[src/rtl/simt_pkg.sv]
package simt_pkg;

    typedef enum logic [1:0] {
        ST_CONVERGED,
        ST_TAKEN_PATH,
        ST_ELSE_PATH
    } ctl_state_e;

    typedef enum logic {
        PH_TAKEN,
        PH_ELSE
    } path_phase_e;

    typedef enum logic [2:0] {
        OP_NONE,
        OP_SEQ,
        OP_UNIFORM_T,
        OP_UNIFORM_N,
        OP_DIVERGE,
        OP_OVERFLOW,
        OP_SWITCH,
        OP_REJOIN
    } step_op_e;

endpackage

[src/rtl/simt_branch_eval.sv]
module simt_branch_eval #(
    parameter int LANES = 32
) (
    input  logic [LANES-1:0] active,
    input  logic [LANES-1:0] pred,
    output logic [LANES-1:0] taken_mask,
    output logic [LANES-1:0] else_mask,
    output logic             all_taken,
    output logic             none_taken
);
    always_comb begin
        taken_mask = active & pred;
        else_mask  = active & ~pred;
        all_taken  = (else_mask == '0);
        none_taken = (taken_mask == '0);
    end
endmodule

[src/rtl/simt_mask_stack.sv]
module simt_mask_stack
    import simt_pkg::*;
#(
    parameter int LANES = 32,
    parameter int PC_W  = 32,
    parameter int DEPTH = 8,
    localparam int CNT_W = $clog2(DEPTH + 1)
) (
    input  logic             clk,
    input  logic             rst_n,
    input  logic             push,
    input  logic             pop,
    input  logic             flip,
    input  logic [LANES-1:0] in_saved,
    input  logic [LANES-1:0] in_pend,
    input  logic [PC_W-1:0]  in_pend_pc,
    output logic [LANES-1:0] top_saved,
    output logic [LANES-1:0] top_pend,
    output logic [PC_W-1:0]  top_pend_pc,
    output path_phase_e      under_phase,
    output logic [CNT_W-1:0] depth,
    output logic             full,
    output logic             empty
);
    logic [LANES-1:0] saved_q  [DEPTH];
    logic [LANES-1:0] pend_q   [DEPTH];
    logic [PC_W-1:0]  pendpc_q [DEPTH];
    path_phase_e      phase_q  [DEPTH];

    assign full  = (depth == CNT_W'(DEPTH));
    assign empty = (depth == '0);

    always_ff @(posedge clk) begin
        if (!rst_n)
            depth <= '0;
        else if (push && !full)
            depth <= depth + 1'b1;
        else if (pop && !empty)
            depth <= depth - 1'b1;
    end

    for (genvar g = 0; g < DEPTH; g++) begin : g_slot
        always_ff @(posedge clk) begin
            if (!rst_n) begin
                saved_q[g]  <= '0;
                pend_q[g]   <= '0;
                pendpc_q[g] <= '0;
                phase_q[g]  <= PH_TAKEN;
            end else if (push && depth == CNT_W'(g)) begin
                saved_q[g]  <= in_saved;
                pend_q[g]   <= in_pend;
                pendpc_q[g] <= in_pend_pc;
                phase_q[g]  <= PH_TAKEN;
            end else if (flip && depth == CNT_W'(g + 1)) begin
                phase_q[g]  <= PH_ELSE;
            end
        end
    end

    always_comb begin
        top_saved   = '1;
        top_pend    = '0;
        top_pend_pc = '0;
        under_phase = PH_TAKEN;
        for (int i = 0; i < DEPTH; i++) begin
            if (depth == CNT_W'(i + 1)) begin
                top_saved   = saved_q[i];
                top_pend    = pend_q[i];
                top_pend_pc = pendpc_q[i];
            end
            if (depth == CNT_W'(i + 2))
                under_phase = phase_q[i];
        end
    end

    assert_no_push_full_R9: assert property (@(posedge clk) disable iff (!rst_n)
        push |-> !full);
    assert_no_pop_empty_R10: assert property (@(posedge clk) disable iff (!rst_n)
        pop |-> !empty);
    assert_depth_bound_R9: assert property (@(posedge clk) disable iff (!rst_n)
        depth <= CNT_W'(DEPTH));
endmodule

[src/rtl/simt_diverge_ctrl.sv]
module simt_diverge_ctrl
    import simt_pkg::*;
#(
    parameter int LANES    = 32,
    parameter int PC_W     = 32,
    parameter int DEPTH    = 8,
    parameter int RESET_PC = 0
) (
    input  logic             clk,
    input  logic             rst_n,
    input  logic             instr_valid,
    input  logic             is_branch,
    input  logic             is_sync,
    input  logic [LANES-1:0] lane_pred,
    input  logic [PC_W-1:0]  branch_target,
    input  logic [PC_W-1:0]  seq_pc,
    output logic [LANES-1:0] active_mask,
    output logic [PC_W-1:0]  next_pc,
    output logic             stack_overflow
);
    localparam int CNT_W = $clog2(DEPTH + 1);

    ctl_state_e       state_q, state_d;
    step_op_e         op;
    logic [LANES-1:0] taken_mask, else_mask;
    logic             all_taken, none_taken;
    logic [LANES-1:0] top_saved, top_pend;
    logic [PC_W-1:0]  top_pend_pc;
    path_phase_e      under_phase;
    logic [CNT_W-1:0] depth;
    logic             full, empty;
    logic             do_push, do_pop, do_flip;

    simt_branch_eval #(.LANES(LANES)) eval_i (
        .active     (active_mask),
        .pred       (lane_pred),
        .taken_mask (taken_mask),
        .else_mask  (else_mask),
        .all_taken  (all_taken),
        .none_taken (none_taken)
    );

    simt_mask_stack #(.LANES(LANES), .PC_W(PC_W), .DEPTH(DEPTH)) stack_i (
        .clk         (clk),
        .rst_n       (rst_n),
        .push        (do_push),
        .pop         (do_pop),
        .flip        (do_flip),
        .in_saved    (active_mask),
        .in_pend     (else_mask),
        .in_pend_pc  (seq_pc),
        .top_saved   (top_saved),
        .top_pend    (top_pend),
        .top_pend_pc (top_pend_pc),
        .under_phase (under_phase),
        .depth       (depth),
        .full        (full),
        .empty       (empty)
    );

    // Instruction classification; a branch takes precedence over a marker.
    always_comb begin
        op = OP_NONE;
        if (instr_valid) begin
            if (is_branch) begin
                if (all_taken)       op = OP_UNIFORM_T;
                else if (none_taken) op = OP_UNIFORM_N;
                else if (full)       op = OP_OVERFLOW;
                else                 op = OP_DIVERGE;
            end else if (is_sync) begin
                unique case (state_q)
                    ST_CONVERGED:  op = OP_SEQ;
                    ST_TAKEN_PATH: op = OP_SWITCH;
                    ST_ELSE_PATH:  op = OP_REJOIN;
                    default:       op = OP_SEQ;
                endcase
            end else begin
                op = OP_SEQ;
            end
        end
    end

    assign do_push = (op == OP_DIVERGE);
    assign do_flip = (op == OP_SWITCH);
    assign do_pop  = (op == OP_REJOIN);

    // Next-state logic.
    always_comb begin
        state_d = state_q;
        unique case (op)
            OP_DIVERGE: state_d = ST_TAKEN_PATH;
            OP_SWITCH:  state_d = ST_ELSE_PATH;
            OP_REJOIN: begin
                if (depth == CNT_W'(1))
                    state_d = ST_CONVERGED;
                else if (under_phase == PH_TAKEN)
                    state_d = ST_TAKEN_PATH;
                else
                    state_d = ST_ELSE_PATH;
            end
            default:    state_d = state_q;
        endcase
    end

    // State register.
    always_ff @(posedge clk) begin
        if (!rst_n) state_q <= ST_CONVERGED;
        else        state_q <= state_d;
    end

    // Registered outputs.
    always_ff @(posedge clk) begin
        if (!rst_n) begin
            active_mask    <= '1;
            next_pc        <= PC_W'(RESET_PC);
            stack_overflow <= 1'b0;
        end else begin
            unique case (op)
                OP_NONE: ;
                OP_SEQ, OP_UNIFORM_N: next_pc <= seq_pc;
                OP_UNIFORM_T: next_pc <= branch_target;
                OP_DIVERGE: begin
                    active_mask <= taken_mask;
                    next_pc     <= branch_target;
                end
                OP_OVERFLOW: begin
                    stack_overflow <= 1'b1;
                    next_pc        <= seq_pc;
                end
                OP_SWITCH: begin
                    active_mask <= top_pend;
                    next_pc     <= top_pend_pc;
                end
                OP_REJOIN: begin
                    active_mask <= top_saved;
                    next_pc     <= seq_pc;
                end
                default: ;
            endcase
        end
    end

    assert_mask_nonzero_R5: assert property (@(posedge clk) disable iff (!rst_n)
        active_mask != '0);
    assert_diverge_subset_R5: assert property (@(posedge clk) disable iff (!rst_n)
        (op == OP_DIVERGE) |=> ((active_mask & ~$past(active_mask)) == '0));
    assert_overflow_sticky_R9: assert property (@(posedge clk) disable iff (!rst_n)
        stack_overflow |=> stack_overflow);
    assert_converged_full_R10: assert property (@(posedge clk) disable iff (!rst_n)
        (state_q == ST_CONVERGED) |-> (active_mask == '1 && empty));
    assert_idle_hold_R11: assert property (@(posedge clk) disable iff (!rst_n)
        !instr_valid |=> ($stable(active_mask) && $stable(next_pc)));
    assert_uniform_mask_R3: assert property (@(posedge clk) disable iff (!rst_n)
        (op == OP_UNIFORM_T || op == OP_UNIFORM_N) |=> $stable(active_mask));
endmodule

[config.mk]
export PLATFORM = sky130hd
export DESIGN_NAME = simt_diverge_ctrl
export DESIGN_NICKNAME = d
export VERILOG_FILES = /design/src/rtl/simt_pkg.sv /design/src/rtl/simt_branch_eval.sv /design/src/rtl/simt_mask_stack.sv /design/src/rtl/simt_diverge_ctrl.sv
export SDC_FILE = /design/constraint.sdc
export NUM_CORES = 1
export LEC_CHECK = 0
export BUFFER_PORTS_ARGS = -buffer_cell sky130_fd_sc_hd__buf_2
export CORE_MARGIN = 4
export CORE_UTILIZATION = 57
export CTS_CLUSTER_SIZE = 25
export DETAILED_ROUTE_END_ITERATION = 12
export GPL_ROUTABILITY_DRIVEN = 0
export PLACE_DENSITY = 0.72
export SLEW_MARGIN = 15
export SYNTH_ARGS = -nofsm -noshare
export SYNTH_HDL_FRONTEND = slang
export SYNTH_SLANG_ARGS = --single-unit
[constraint.sdc]
create_clock -name clk -period 22.2 [get_ports clk]
set_input_delay 5.55 -clock clk [delete_from_list [all_inputs] [get_ports clk]]
set_output_delay 5.55 -clock clk [all_outputs]
set_load 0.1 [all_outputs]
; ---- Word level (Yosys, flattened, before mapping)
; Memories as Yosys holds them, arrays and structs flattened.
; Index checks and enable logic that the tools add are counted.
[word_totals]
register_bits = 71
latchBits = 0
mem_bits_rw = 776
romBits = 0
in_bits = 101
out_inout_bits = 65
memories = 4
[classes]
addsub = 2
n_mul = 0
div = 0
n_lt_le_gt_ge = 0
eq_ne = 18
shifts = 0
n_mux = 143
bitwise_logic = 43
n_reduce_logical = 28
[memory_table]
columns = memory, depth, word_bits, read_ports, rd_ports_with_merged_regs, wr, line
row1 = stack_i.pend_q, 8, 32, 8, 0, 8, simt_mask_stack.sv:26  ; logic [LANES-1:0] pend_q [DEPTH];
row2 = stack_i.pendpc_q, 8, 32, 8, 0, 8, simt_mask_stack.sv:27  ; logic [PC_W-1:0] pendpc_q [DEPTH];
row3 = stack_i.saved_q, 8, 32, 8, 0, 8, simt_mask_stack.sv:25  ; logic [LANES-1:0] saved_q [DEPTH];
row4 = stack_i.phase_q, 8, 1, 8, 0, 8, simt_mask_stack.sv:28  ; path_phase_e phase_q [DEPTH];
[op_table]
columns = op, n
row1 = 32-bit two-way mux, 48
row2 = 32-bit case mux with 3 select lines, 2
row3 = 1-bit two-way mux, 82
row4 = 32-bit bitwise AND, 2
row5 = 32-bit zero test, 2
row6 = 1-bit OR, 40
row7 = 32-bit NOT, 1
row8 = 1-bit logical AND, 18
row9 = 4-bit by 3-bit equality test with 1-bit output (second input constant), 4
row10 = 3-bit two-way mux, 5
row11 = 3-bit equality test (second input constant), 4
row12 = 4-bit by 2-bit equality test with 1-bit output (second input constant), 2
row13 = 4-bit equality test (second input constant), 2
row14 = 4-bit two-way mux, 2
row15 = 3-bit by 2-bit equality test with 1-bit output (second input constant), 2
row16 = 2-bit case mux with 3 select lines, 1
row17 = 3-bit case mux with 2 select lines, 1
row18 = 3-bit nonzero test, 2
row19 = 4-bit by 1-bit adder with 4-bit output (second input constant), 1
row20 = 4-bit by 1-bit equality test with 1-bit output (second input constant), 1
row21 = 4-bit zero test, 1
row22 = 2-bit two-way mux, 2
row23 = 4-bit OR reduction, 1
row24 = 4-bit by 1-bit subtractor with 4-bit output (second input constant), 1
row25 = other kinds (6), 7

; ---- Logic depth before layout (Yosys ltp)
[logic_depth]
ltp_word = 13
ltp_mapped = 12

; ---- By module
; A second synthesis with hierarchy kept.
[hier_totals]
hier_cells = 3503
hier_area_um2 = 40821.7
[by_module_without_submodules]
columns = module, instances, cells_per_inst, area_each_um2, seq_area_each_um2
row1 = simt_mask_stack, 1, 2901, 36268.5, 23372.4
row2 = simt_diverge_ctrl, 1, 514, 3983.8, 1341.3
row3 = simt_branch_eval, 1, 88, 569.3, 0.0

; ---- Worst setup path before layout
; OpenSTA, ideal clock, no wires.
[synth_path]
path_type = in2reg
from = in lane_pred[22]
to = mem stack_i.pend_q[4][0], in the netlist stack_i.pend_q[1][0] (enable)
setup_ns = 0.695
arrival_ns = 13.267
slack_ns = 8.238
stages = 5
n_path_buf = 1
path_cell_list = nand2b_1 clkbuf_1 nand4_1 o41ai_2 o31ai_1
[synth_lines]
columns = item, line
row1 = from (decl), simt_diverge_ctrl.sv:14  ; input logic [LANES-1:0] lane_pred,
row2 = to (decl), simt_mask_stack.sv:26

==> impl_metrics.ini <==
[clock_network]
tritoncts = built
cts.sinks = 847
numCtsBuffers = 85
htreeDepth = 3
clk_pin_slew_worst_paths_ns = 0.06
ctsLongestPathBuffers = 3
clk_latency_ns = 0.65
cts-root-buf = clkbuf_16
postCtsHoldBufs = 0
cts_resized = 0
cts_setup_buffers = 0

[place]
dp_hpwl_um = 69500
port_buffers = 165

[final_layout]
drive_above_1_share_pct = 12.7
areaGrowthSynthToFinish_pct = 11.2
seq_area_um2 = 24700
multi_input_area_um2 = 11900
nets = 3420
utilization_pct = 64.6
fillers = 4904

[grt]
antenna_found_initial = 6
grt_max_degree = 97
grt_usage_pct = 34.0
overflow = 0
grt_pass1_vias = 28600
grt_pass1_wl_um = 181000

[floorplan]
placementRows = 93
start_util_pct = 58.0
coreArea_um2 = 64900
die_w_um = 265
fp.dieArea_um2 = 70300
num_io_pins = 166
die_height_um = 265

[yosys]
synth_seq_cells = 847
synth.distinct_cells = 66
synth-seq-area-share_pct = 65.6
synth-main-ff-cell = edfxtp_1
synth_area_um2 = 37700
synth_warnings = 0
syn_inst = 3294
synth-edff-count = 775
syn_area_per_cell_um2 = 11.4
syn_nets = 3400
synthArstFlopShare_pct = 0

[route]
drtIter0Drc = 4719
routed_wl_um = 124000
dr.pass1.iters = 9
drc = 0
antenna_left = 0
vias = 29500
vias_per_cell = 6.95
drt-wirelength-per-cell_um = 29.1

[run_status]
outcome = finished, final reports clean

[setup_path]
setup.worst_path.end_class = flip-flop
cp_data_arrival_time_ns = 10.02
reg2reg_from = active_mask[18]$_SDFFE_PN1P_
cp_data_required_time_ns = 22.44
cp.buffers_inverters = 2
worstPathMaxFanout = 62
critPathMaxStageDelay_ns = 0.91
r2r-end = stack_i.saved_q[0][19]$_SDFFCE_PN0P_
cp_num_cells = 9
slowest_stage = buf_4
crit_family = simple AND/OR/NAND/NOR gates
r2r_setup_slack_ns = 16.83
path_cells = buf_2, nor2b_1, nor4_1, nand4_1, o41ai_2, nor2_2, nand3_4, nand2_4, buf_4
ff2ff_path_depth = 8
crit_type = input pin to flip-flop
cp-start-kind = input pin

[timing]
tns_ns = 0
fin_skew_ns = 0.0361
setup_viol = 0
min_period_over_period_pct = 44.1
rsz0062_at_grt = no
fmax_mhz = 102
hold_viol_final = 0
tightest_slew_ns = 1.34
slew_viol_final = 0
period_minus_slack_ns = 9.78
slew-limit-headroom_pct = 10.2

[min_path]
hold_end = stack_i.phase_q[1][0]$_DFF_P_
hold_path_depth = 2
hold_start = stack_i.phase_q[1][0]$_DFF_P_
hp-class = flip-flop to flip-flop

[run]
drv_cap = 0

[power_and_ir_drop]
leakage_nw = 14.6
power_density_nw_per_um2 = 88.6
total_power_mw = 3.71
vdd_drop_max_mv = 0.0514
-- cell usage after synthesis (all sizes together), types with 53 or more instances --
master	count	share of area, %
dfxtp	72	3.8
buf	94	1.4
a21oi	53	0.70
nor4	56	0.93
nand2	277	2.8
nor2b	56	0.93
a22oi	62	1.2
o21ai	128	1.7
o2111ai	64	1.5
clkbuf	192	1.9
and2	96	1.6
nor2	774	7.7
nand3	82	1.1
o22ai	100	1.7
edfxtp	775	62
a221oi	63	1.5
-- how the worst max path moves through the flow --
stage	slack, ns	to	start
finish	12.42	stack_i.saved_q[0][19]$_SDFFCE_PN0P_	lane_pred[0]
global route	12.32	stack_i.saved_q[0][19]$_SDFFCE_PN0P_	lane_pred[0]
CTS	12.52	stack_i.saved_q[0][1]$_SDFFCE_PN0P_	lane_pred[0]
detailed placement	11.89	stack_i.saved_q[0][1]$_SDFFCE_PN0P_	lane_pred[0]
global placement	12.04	stack_i.saved_q[0][1]$_SDFFCE_PN0P_	lane_pred[0]
floorplan	8.24	stack_i.pend_q[1][0]$_SDFFCE_PN0P_	lane_pred[22]
-- state kept, by name, indices dropped and copies added (netlist names) --
| signal | count |
|---|---|
| active_mask | 32 |
| next_pc | 32 |
| stack_i.depth | 4 |
| stack_i.pend_q | 256 |
| stack_i.pendpc_q | 256 |
| stack_i.phase_q | 8 |
| stack_i.saved_q | 256 |
| stack_overflow | 1 |
| state_q | 2 |
-- metal layers --
metal,part of all wire (%),GRT usage [%]
met3,14,8.57
met4,5.4,16.5
met1,35,45.8
met5,0.0065,0
met2,45,52.1
-- cells by family after synthesis --
| logic type | count (synthesis) | synth area share, % |
|---|---|---|
| muxes | 33 | 0.887 |
| DFF | 847 | 65.6 |
| adders and majority gates | 5 | 0.166 |
| AOI/OAI and AO/OA | 682 | 13.2 |
| and+or+nand+nor | 1435 | 16.7 |
| buffers and inverters | 292 | 3.40 |
-- report_power, final --
part / total [mW] / internal [mW] / switching (mW)
clock: 1.54 / 0.906 / 0.630
combinational: 0.330 / 0.0653 / 0.265
sequential: 1.85 / 1.81 / 0.0381
total: 3.71 / 2.78 / 0.932
-- cell usage in the layout (no fill, tap or decap), drive strengths merged, types with 27 or more instances in the layout --
master	n
edfxtp	775
nor2	774
nand2	277
buf	219
o21ai	128
clkbuf	102
o22ai	100
and2	96
nand3	82
dfxtp	72
o2111ai	64
a221oi	63
a22oi	62
nor2b	56
nor4	56
a21oi	53
clkinv	34
a211oi	32
o221a	32
a21o	32
o311ai	32
nor3	32
mux2i	30
o221ai	28
a221o	27
-- metrics by stage --
stage	cell area, um^2	setup WS, ns	hold WS (ns)	instances
after global placement	38900	12.04	0.468	4082
after detailed placement	38900	11.89	0.479	4082
final	41900	12.42	0.494	4243
after global routing	41900	12.32	0.537	4243
after floorplan	37700	8.24	0.452	3294
after CTS	41900	12.52	0.493	4240
-- final cells by class --
class                      count  area share [%]
antenna                        3          0.0179
multi-input combinational   2155            28.4
clock inverter                56            1.63
timing repair buffer         219            2.94
sequential                   847            59.0
clock buffer                 102            5.48
inverter                       6          0.0537
tap                          855            2.55
-- worst register-to-register path, stage by stage (launching register included) --
cell     delay, ns
dfxtp_1       0.67
nor2b_1       0.35
nor4_1        0.12
nand4_1       0.22
o41ai_2       0.18
nor2_2        0.76
nand3_4       0.87
nand2_4       0.81
buf_4         0.92
(Power assumes the default switching activity.)
